[src/rtl/ipi_pkg.sv]
package ipi_pkg;
  localparam int NSRC   = 11;
  localparam int DATA_W = 32;

  // word indices (byte offset / 4)
  localparam int W_TRIG = 0;
  localparam int W_OBS  = 1;
  localparam int W_STAT = 4;
  localparam int W_MASK = 5;
  localparam int W_ENA  = 6;
  localparam int W_DIS  = 7;

  // bit position of compact source index i inside a register word
  function automatic int unsigned src_pos(input int unsigned i);
    if (i == 0)      return 0;
    else if (i < 3)  return i + 7;
    else if (i < 7)  return i + 13;
    else             return i + 17;
  endfunction

  function automatic logic [DATA_W-1:0] spread(input logic [NSRC-1:0] c);
    logic [DATA_W-1:0] w;
    w = '0;
    for (int i = 0; i < NSRC; i++) w[src_pos(i)] = c[i];
    return w;
  endfunction

  function automatic logic [NSRC-1:0] gather(input logic [DATA_W-1:0] w);
    logic [NSRC-1:0] c;
    for (int i = 0; i < NSRC; i++) c[i] = w[src_pos(i)];
    return c;
  endfunction

  localparam logic [DATA_W-1:0] VALID_BITS = spread({NSRC{1'b1}});
endpackage

[src/rtl/ipi_bus_decode.sv]
module ipi_bus_decode
  import ipi_pkg::*;
#(
  parameter int ADDR_W = 6
) (
  input  logic [ADDR_W-1:0] addr,
  input  logic [3:0]        be,
  input  logic              wr,
  input  logic              rd,
  output logic              we_trig,
  output logic              we_stat,
  output logic              we_ena,
  output logic              we_dis,
  output logic              rd_go,
  output logic [ADDR_W-3:0] rd_word
);
  logic full;
  int   widx;

  assign full    = (be == 4'hF) && (addr[1:0] == 2'b00);
  assign rd_word = addr[ADDR_W-1:2];
  assign widx    = int'(addr[ADDR_W-1:2]);

  assign we_trig = wr && full && (widx == W_TRIG);
  assign we_stat = wr && full && (widx == W_STAT);
  assign we_ena  = wr && full && (widx == W_ENA);
  assign we_dis  = wr && full && (widx == W_DIS);
  assign rd_go   = rd && full;
endmodule

[src/rtl/ipi_trigger.sv]
module ipi_trigger
  import ipi_pkg::*;
(
  input  logic              clk,
  input  logic              rst_n,
  input  logic              fire,
  input  logic [DATA_W-1:0] wdata,
  output logic [NSRC-1:0]   trig_q
);
  // one-cycle pulse; returns to zero unless written again
  always_ff @(posedge clk) begin
    if (!rst_n)    trig_q <= '0;
    else if (fire) trig_q <= gather(wdata);
    else           trig_q <= '0;
  end
endmodule

[src/rtl/ipi_status_bank.sv]
module ipi_status_bank
  import ipi_pkg::*;
(
  input  logic              clk,
  input  logic              rst_n,
  input  logic [NSRC-1:0]   req_in,
  input  logic              clr_we,
  input  logic              ena_we,
  input  logic              dis_we,
  input  logic [DATA_W-1:0] wdata,
  output logic [NSRC-1:0]   stat_q,
  output logic [NSRC-1:0]   mask_q,
  output logic              irq_q
);
  logic [NSRC-1:0] wbits, stat_d, mask_d;

  assign wbits = gather(wdata);

  always_comb begin
    for (int i = 0; i < NSRC; i++) begin
      // a new request beats a same-cycle clear
      if (req_in[i])                   stat_d[i] = 1'b1;
      else if (clr_we && wbits[i])     stat_d[i] = 1'b0;
      else                             stat_d[i] = stat_q[i];

      if (ena_we && wbits[i])          mask_d[i] = 1'b0;
      else if (dis_we && wbits[i])     mask_d[i] = 1'b1;
      else                             mask_d[i] = mask_q[i];
    end
  end

  always_ff @(posedge clk) begin
    if (!rst_n) begin
      stat_q <= '0;
      mask_q <= '1;
      irq_q  <= 1'b0;
    end else begin
      stat_q <= stat_d;
      mask_q <= mask_d;
      irq_q  <= |(stat_q & ~mask_q);
    end
  end
endmodule

[src/rtl/ipi_read_mux.sv]
module ipi_read_mux
  import ipi_pkg::*;
#(
  parameter int ADDR_W = 6
) (
  input  logic              clk,
  input  logic              rst_n,
  input  logic              rd_go,
  input  logic [ADDR_W-3:0] rd_word,
  input  logic [NSRC-1:0]   stat_q,
  input  logic [NSRC-1:0]   mask_q,
  input  logic [NSRC-1:0]   obs_in,
  output logic [DATA_W-1:0] rdata_q
);
  logic [DATA_W-1:0] val;

  always_comb begin
    case (int'(rd_word))
      W_OBS:   val = spread(obs_in);
      W_STAT:  val = spread(stat_q);
      W_MASK:  val = spread(mask_q);
      default: val = '0; // trigger, enable, disable and holes read zero
    endcase
  end

  always_ff @(posedge clk) begin
    if (!rst_n)     rdata_q <= '0;
    else if (rd_go) rdata_q <= val & VALID_BITS;
    else            rdata_q <= '0;
  end
endmodule

[src/rtl/ipi_regblock.sv]
module ipi_regblock
  import ipi_pkg::*;
#(
  parameter int ADDR_W = 6
) (
  input  logic              clk,
  input  logic              rst_n,
  input  logic [ADDR_W-1:0] bus_addr,
  input  logic [3:0]        bus_be,
  input  logic              bus_wr,
  input  logic              bus_rd,
  input  logic [DATA_W-1:0] bus_wdata,
  output logic [DATA_W-1:0] bus_rdata,
  input  logic [NSRC-1:0]   req_in,
  output logic [NSRC-1:0]   trig_out,
  input  logic [NSRC-1:0]   obs_in,
  output logic [NSRC-1:0]   obs_out,
  output logic              irq
);
  logic              we_trig, we_stat, we_ena, we_dis, rd_go;
  logic [ADDR_W-3:0] rd_word;
  logic [NSRC-1:0]   stat_q, mask_q;

  ipi_bus_decode #(.ADDR_W(ADDR_W)) u_dec (
    .addr(bus_addr), .be(bus_be), .wr(bus_wr), .rd(bus_rd),
    .we_trig(we_trig), .we_stat(we_stat), .we_ena(we_ena), .we_dis(we_dis),
    .rd_go(rd_go), .rd_word(rd_word)
  );

  ipi_trigger u_trig (
    .clk(clk), .rst_n(rst_n), .fire(we_trig), .wdata(bus_wdata),
    .trig_q(trig_out)
  );

  ipi_status_bank u_bank (
    .clk(clk), .rst_n(rst_n), .req_in(req_in),
    .clr_we(we_stat), .ena_we(we_ena), .dis_we(we_dis), .wdata(bus_wdata),
    .stat_q(stat_q), .mask_q(mask_q), .irq_q(irq)
  );

  ipi_read_mux #(.ADDR_W(ADDR_W)) u_rd (
    .clk(clk), .rst_n(rst_n), .rd_go(rd_go), .rd_word(rd_word),
    .stat_q(stat_q), .mask_q(mask_q), .obs_in(obs_in), .rdata_q(bus_rdata)
  );

  assign obs_out = stat_q;
endmodule

[config.mk]
export PLATFORM = sky130hd
export DESIGN_NAME = ipi_regblock
export DESIGN_NICKNAME = d
export VERILOG_FILES = /design/src/rtl/ipi_pkg.sv /design/src/rtl/ipi_bus_decode.sv /design/src/rtl/ipi_trigger.sv /design/src/rtl/ipi_status_bank.sv /design/src/rtl/ipi_read_mux.sv /design/src/rtl/ipi_regblock.sv
export SDC_FILE = /design/constraint.sdc
export NUM_CORES = 1
export LEC_CHECK = 0
export CORE_MARGIN = 5
export CORE_UTILIZATION = 25
export CTS_CLUSTER_SIZE = 20
export DETAILED_ROUTE_END_ITERATION = 10
export DONT_BUFFER_PORTS = 1
export HOLD_SLACK_MARGIN = 0.03
export SLEW_MARGIN = 20
export SYNTH_ARGS = -nofsm -noshare
export SYNTH_HDL_FRONTEND = slang
export SYNTH_SLANG_ARGS = --single-unit
[constraint.sdc]
create_clock -name clk -period 1.05 [get_ports clk]
set_input_delay 0.0525 -clock clk [delete_from_list [all_inputs] [get_ports clk]]
set_output_delay 0.0525 -clock clk [all_outputs]
set_load 0.01 [all_outputs]
==> summary.md, run 1 <==
| Metric | Value |
|---|---|
| Status | complete, but fails checks |
| Failing checks | hold timing |
| Crit share post-route | approximately 95% |
| Vias/cell | around 4.5 |
| Root Buffer | clkbuf_8 |
| Crit path launch type | flip-flop |
| Crit-path max cell delay | roughly 0.36 ns |
| Least-Margin Pin Slew | 0.833 ns |
| Clock latency at the later pin of the worst-skew pair | around 0.3 ns |
| Layout cell share with drive strength beyond 1 | 12.6% |
| Ys Warns | 0 |
| Most frequent cells in the layout | 45 x dfxtp_1, 30 x inv_1, 30 x dlygate4sd3_1 |
| Hold bufs inserted after CTS | 30 |
| IO Pins | 123 |
| Most common cell after layout, fill and taps aside | dfxtp_1 |
| DRC | 0 |
| Vias in the first global route | around 1700 |
| Post-Synthesis Mean Instance Area | between 8 and 9 um^2 |
| Minimum hold slack | -0.159 ns |
| Arr. time, crit path | 1.17 ns |
| Final Wtd Congestion | approximately 0.76 |
| Critical path, cell by cell | inv_1, a222oi_1, a21boi_1 |
| Placed insts | between 300 and 400 |
| TritonCTS clock tree | done |
| CP required | 1.22 ns |
| Post-CTS Setup Bufs | 0 |
| Core Region | about 7800 um^2 |
| Worst vdd rail ir drop | ~0.46 mV |
| Htree depth | 2 |
| Rows | 32 |
| Max Transition Viols Final | 0 |
| Overall global routing resource usage | around an eighth |
| RSZ-0062 raised after global routing | false |
| Layout area overhead | 26.3% |
| Sink Count | 45 |
| Post-DP HPWL | 4420 um |
| CTS Buf Count | 5 |
| Chip width | approximately 100 um |
| Clk pin slew, worst setup/hold paths | 0.09 ns |
| Antenna violations before repair | 0 |
| Final-stage net count | around 350 |
| Total gr overflow | 0 |
| Final hold violations | 23 |
| Pre-Repair DR Iteration Count | 4 |
| Final WL | around 6100 um |
| Tot Pwr | roughly 3300 uW |
| Crit-path slowest cell | a222oi_1 |
| Crit path time final | around 1.0 ns |
| Clock Skew | approximately 0.010 ns |
| Post-synthesis cell type count | 32 |
| Routed Antenna Nets | 0 |
| Worst relative slew slack | 44.3% |
| Final setup violating endpoints | 0 |
| Post-route insts no fill | 380 |
| DRT iter0 DRCs | around 150 |
| Synthesized area | between 2000 and 2500 um^2 |
| Setup Crit Path Kind | flip-flop to flip-flop |
| Largest net degree at the start of global routing | 25 |
| Leakage | between 0.001 and 0.0015 uW |
| Global-route wire length before repair | a little over 9000 um |
| Die H | about 100 um |
| Worst-case clock buffer depth | 2 |
| FF+latch count, synth | 45 |
| Crit-path max FO | 2 |
| FMAX | around 1000 MHz |
| Hold Crit Class | input pin to flip-flop |
| Power per Cell Area | around 1300 nW/um^2 |
| CP Buf/Inv Count | 1 |
| Starting Density | approximately a quarter |
| Port bufs | 0 |
| Largest delay share family, worst path | compound AO/OA/AOI/OAI gates |
| Routed len/inst | roughly 16 um |
| Via count | 1702 |
| Die area | 9980 um^2 |
| Fillers | approximately 820 |
| ANT cells | 0 |
| Register area share after synthesis | 44.6% |
| Max_cap viols | 0 |
| Worst Setup End Kind | flip-flop |
| Mapped Cells | around 230 |
[synthesized netlist by cell type (all sizes together)]
library cell / count / area [um^2]
a31oi: 11 / 68.8
conb: 1 / 3.75
and2: 11 / 68.8
nor2: 13 / 56.3
nor3b: 1 / 7.51
buf: 28 / 200
o21ai: 23 / 115
or3: 1 / 11.3
nor3: 1 / 5.00
nand2b: 4 / 25.0
a22oi: 11 / 82.6
nand3: 1 / 10.0
nor2b: 2 / 12.5
inv: 30 / 113
nand4: 1 / 6.26
o211ai: 11 / 82.6
nand2: 13 / 51.3
a22o: 11 / 96.3
and3b: 1 / 8.76
o2111ai: 1 / 8.76
a21boi: 1 / 7.51
nor4: 2 / 25.0
dfxtp: 45 / 901
and4: 1 / 11.3
clkbuf: 5 / 18.8
a222oi: 1 / 10.0
o22ai: 2 / 12.5
[through the flow]
stage | util (%) | area [um^2] | setup WS [ns] | TNS [ns]
floorplan | - | 2090 | 0.0516 | 0
global placement | 27.6 | 2150 | -0.0977 | -1.69
detailed placement | 27.6 | 2150 | -0.127 | -2.12
CTS | 32.7 | 2550 | 0.0307 | 0
global route | 32.7 | 2550 | 0.00277 | 0
finish | 32.7 | 2550 | 0.0498 | 0
[state kept, by name, summed over array words and instances, names as in the netlist]
name           count
u_bank.irq_q       1
u_bank.mask_q     11
u_bank.stat_q     11
u_trig.trig_q     11
u_rd.rdata_q      11
[logic make-up after synthesis]
kind of cell | Yosys count | synth area share (%)
DFF | 45 | 44.6
other | 1 | 0.186
and+or+nand+nor | 52 | 14.8
AOI/OAI and AO/OA | 72 | 24.0
buffers and inverters | 63 | 16.4
[area by class of cell]
| type | instances | area (um^2) | share of cell area (%) |
|---|---|---|---|
| Tap cell | 102 | 128 | 5.00 |
| Sequential cell | 45 | 901 | 35.3 |
| Multi-Input combinational cell | 145 | 862 | 33.8 |
| Timing Repair Buffer | 50 | 450 | 17.7 |
| Inverter | 30 | 113 | 4.42 |
| Clock inverter | 2 | 13.8 | 0.540 |
| Clock buffer | 6 | 82.6 | 3.24 |
[worst register-to-register path, cell delays in order (launching register included)]
cell and delay, ns:
dfxtp_1 0.34, inv_1 0.05, a222oi_1 0.36, a21boi_1 0.12
[worst paths after layout]
kind | start | cells after the start | end | slack, ns
setup / recovery | u_bank.mask_q[0] | 3 | u_bank.irq_q | 0.05
hold / removal | rst_n | 1 | u_bank.mask_q[8] | -0.16
setup reg to reg | u_bank.mask_q[0] | 3 | u_bank.irq_q | 0.05
hold reg to reg | u_bank.mask_q[1] | 2 | u_bank.mask_q[1] | 0.53
[routing by layer]
layer | GRT usage, % | vias to the layer above | wire, um
met1 | 13.6 | 766 | 2420
met2 | 20.2 | 80 | 2910
met4 | 5.15 | 0 | 156
met3 | 3.82 | 12 | 590
met5 | 0 | - | 0
li1 | - | 844 | -
[power breakdown]
group          leakage (uW)  switching (uW)  internal [uW]
registers          0.000366            27.5           1740
clock network     0.0000512             619            535
logic              0.000672             189            185
[timing repair]
action	CTS	global route
resized for setup	1	0
pin swaps	1	1
endpoints found under the setup margin	1	1
hold endpoints to repair	42	23
cloned	0	0
Note: power is estimated with default switching activity, not from simulation.
==> run 2: changes to the inputs <==
--- a/config.mk
+++ b/config.mk
@@ -5,7 +5,6 @@
 export SDC_FILE = /design/constraint.sdc
 export NUM_CORES = 1
 export LEC_CHECK = 0
-export CORE_MARGIN = 5
 export CORE_UTILIZATION = 25
 export CTS_CLUSTER_SIZE = 20
 export DETAILED_ROUTE_END_ITERATION = 10
==> run 2 against run 1 <==
  * The run still ends with hold timing left
  * Critical path type unchanged
  * Clock skew decreased by 0.0027 ns
  * Non-clock buffer count rose by 1
  * First-iteration DRC count is 36% lower
  * Sequential share of layout area is 0.24 points lower
  * Combinational power decreased by 2%
==> summary.md, run 2 (synthesis gave the netlist of run 1 again) <==
| Metric | Value |
|---|---|
| IO Pins | 123 |
| Hold bufs inserted after CTS | 29 |
| Clk pin slew, worst setup/hold paths | ~0.09 ns |
| Core Region | a little under 8000 um^2 |
| FMAX | about 1000 MHz |
| Leakage | about 0.0011 uW |
| DRT iter0 DRCs | 96 |
| Status | complete, but fails checks |
| Reg2reg start | u_bank.mask_q[8] |
| Starting Density | 26.0% |
| Sequential power share | 50.8% |
| Htree depth | 2 |
| Post-DP HPWL | about 4000 um |
| Rows | 32 |
| Setup slack, reg-to-reg | roughly 0.062 ns |
| Max_cap viols | 0 |
| Final setup violating endpoints | 0 |
| Largest delay share family, worst path | compound AO/OA/AOI/OAI gates |
| Root Buffer | clkbuf_8 |
| Layout area overhead | 27.3% |
| Vias in the first global route | approximately 1700 |
| Worst Setup End Kind | flip-flop |
| Crit-path slowest cell | a222oi_1 |
| Final-stage net count | 346 |
| Overall global routing resource usage | a little over an eighth |
| Final WL | 5640 um |
| Global-route wire length before repair | about 9000 um |
| Crit-path max FO | 2 |
| RSZ-0062 raised after global routing | false |
| Sink Count | 45 |
| Most frequent cells in the layout | 44 x dfxtp_1, 30 x inv_1, 29 x dlygate4sd3_1 |
| Max Transition Viols Final | 0 |
| Worst r2r dst | u_bank.irq_q |
| Crit path time final | 0.988 ns |
| Crit path launch type | flip-flop |
| Worst-case clock buffer depth | 2 |
| Hold Crit Class | input pin to flip-flop |
| Total gr overflow | 0 |
| Port bufs | 0 |
| Crit. Startpoint | u_bank.mask_q[8] |
| Final Wtd Congestion | 0.748 |
| Sw Ratio | roughly a quarter |
| Post-CTS Setup Bufs | 0 |
| Routed Antenna Nets | 0 |
| Fillers | 795 |
| TritonCTS clock tree | done |
| Combinational Power Share | about a tenth |
| ANT cells | 0 |
| Setup Crit Path Kind | flip-flop to flip-flop |
| CP Buf/Inv Count | 1 |
| Chip width | roughly 92 um |
| CP required | around 1.2 ns |
| Clock Skew | about 0.0075 ns |
| Most common cell after layout, fill and taps aside | dfxtp_1 |
| Die area | around 8400 um^2 |
| Final hold violations | 23 |
| Worst vdd rail ir drop | around 0.45 mV |
| Worst Setup EP | u_bank.irq_q |
| Clock latency at the later pin of the worst-skew pair | 0.30 ns |
| Via count | ~1700 |
| Worst relative slew slack | 42.7% |
| Least-Margin Pin Slew | around 0.86 ns |
| Antenna violations before repair | 0 |
| Tot Pwr | between 3000 and 4000 uW |
| Pint | between 2000 and 3000 uW |
| Pre-Repair DR Iteration Count | 4 |
| Arr. time, crit path | 1.16 ns |
| CTS Buf Count | 5 |
| Crit share post-route | a little over nine tenths |
| Routed len/inst | between 10 and 15 um |
| Levels on crit path | 3 |
| Vias/cell | ~4.5 |
| Minimum hold slack | -0.160 ns |
| TNS Setup | 0 ns |
| Reg2Reg Depth | 3 |
| Power per Cell Area | 1350 nW/um^2 |
| Die H | around 92 um |
| Largest net degree at the start of global routing | 25 |
| NetSw | around 840 uW |
| Critical path, cell by cell | inv_1, a222oi_1, a21boi_0 |
| Layout cell share with drive strength beyond 1 | approximately an eighth |
| DRC | 0 |
| Failing checks | hold timing |
| Crit-path max cell delay | 0.35 ns |
| Clock power share | 38.6% |
==> run 2: cell types whose count changed in the layout (fill, tap and decap cells not counted) <==
cell,delta
buf_4,+2
a21boi_0,+1
a21boi_1,-1
bufinv_16,+1
clkbuf_1,+1
clkbuf_8,-1
clkinv_2,-1
dfxtp_1,-1
dfxtp_2,+1
dlygate4sd3_1,-1
==> run 2: timing repair <==
action	CTS	global route
gates resized for setup	0	1
endpoints found under the hold margin	43	23
endpoints found under the setup margin	0	1
==> run 2: layout make-up <==
class,count,area [um^2],area share [%]
sequential,45,902,35.1
multi-input combinational,145,862,33.5
timing repair buffer,51,455,17.7
tap,102,128,4.96
inverter,30,113,4.38
clock buffer,6,72.6,2.82
clock inverter,2,38.8,1.51
==> run 2: worst min path at each step <==
stage,startpoint,endpoint,cells past startpoint
finish,rst_n,u_bank.mask_q[2],1
global route,rst_n,u_bank.mask_q[4],1
CTS,rst_n,u_bank.mask_q[4],1
detailed placement,rst_n,u_bank.mask_q[8],1
global placement,rst_n,u_bank.mask_q[7],1
floorplan,bus_wdata[27],u_bank.stat_q[10],1
==> run 2: power by group through the flow <==
stage          Clock (uW)  Combinational, uW  Sequential [uW]
6_report             1340                368             1770
5_1_grt              1450                407             1770
4_1_cts              1390                367             1770
3_5_place_dp            0                253             1800
3_3_place_gp            0                248             1810
2_1_floorplan           0                234             1810
==> run 2: through the flow <==
stage	cell area, um^2	utilization [%]	hold slack (ns)	cells	setup slack (ns)
after floorplan	2090	-	0.160	253	0.0516
after global placement	2170	27.9	0.145	344	-0.124
after detailed placement	2170	27.9	0.150	344	-0.148
after CTS	2570	33.1	-0.177	381	0.0183
after global routing	2570	33.1	-0.175	381	0.00440
final	2570	33.1	-0.160	381	0.0619
==> run 2: layer usage <==
layer,vias up,global-route usage [%],wire length (um)
met1,788,16.6,2520
met2,76,23.3,2700
li1,843,-,-
met4,0,4.69,66
met5,-,0,0
met3,5,3.15,345
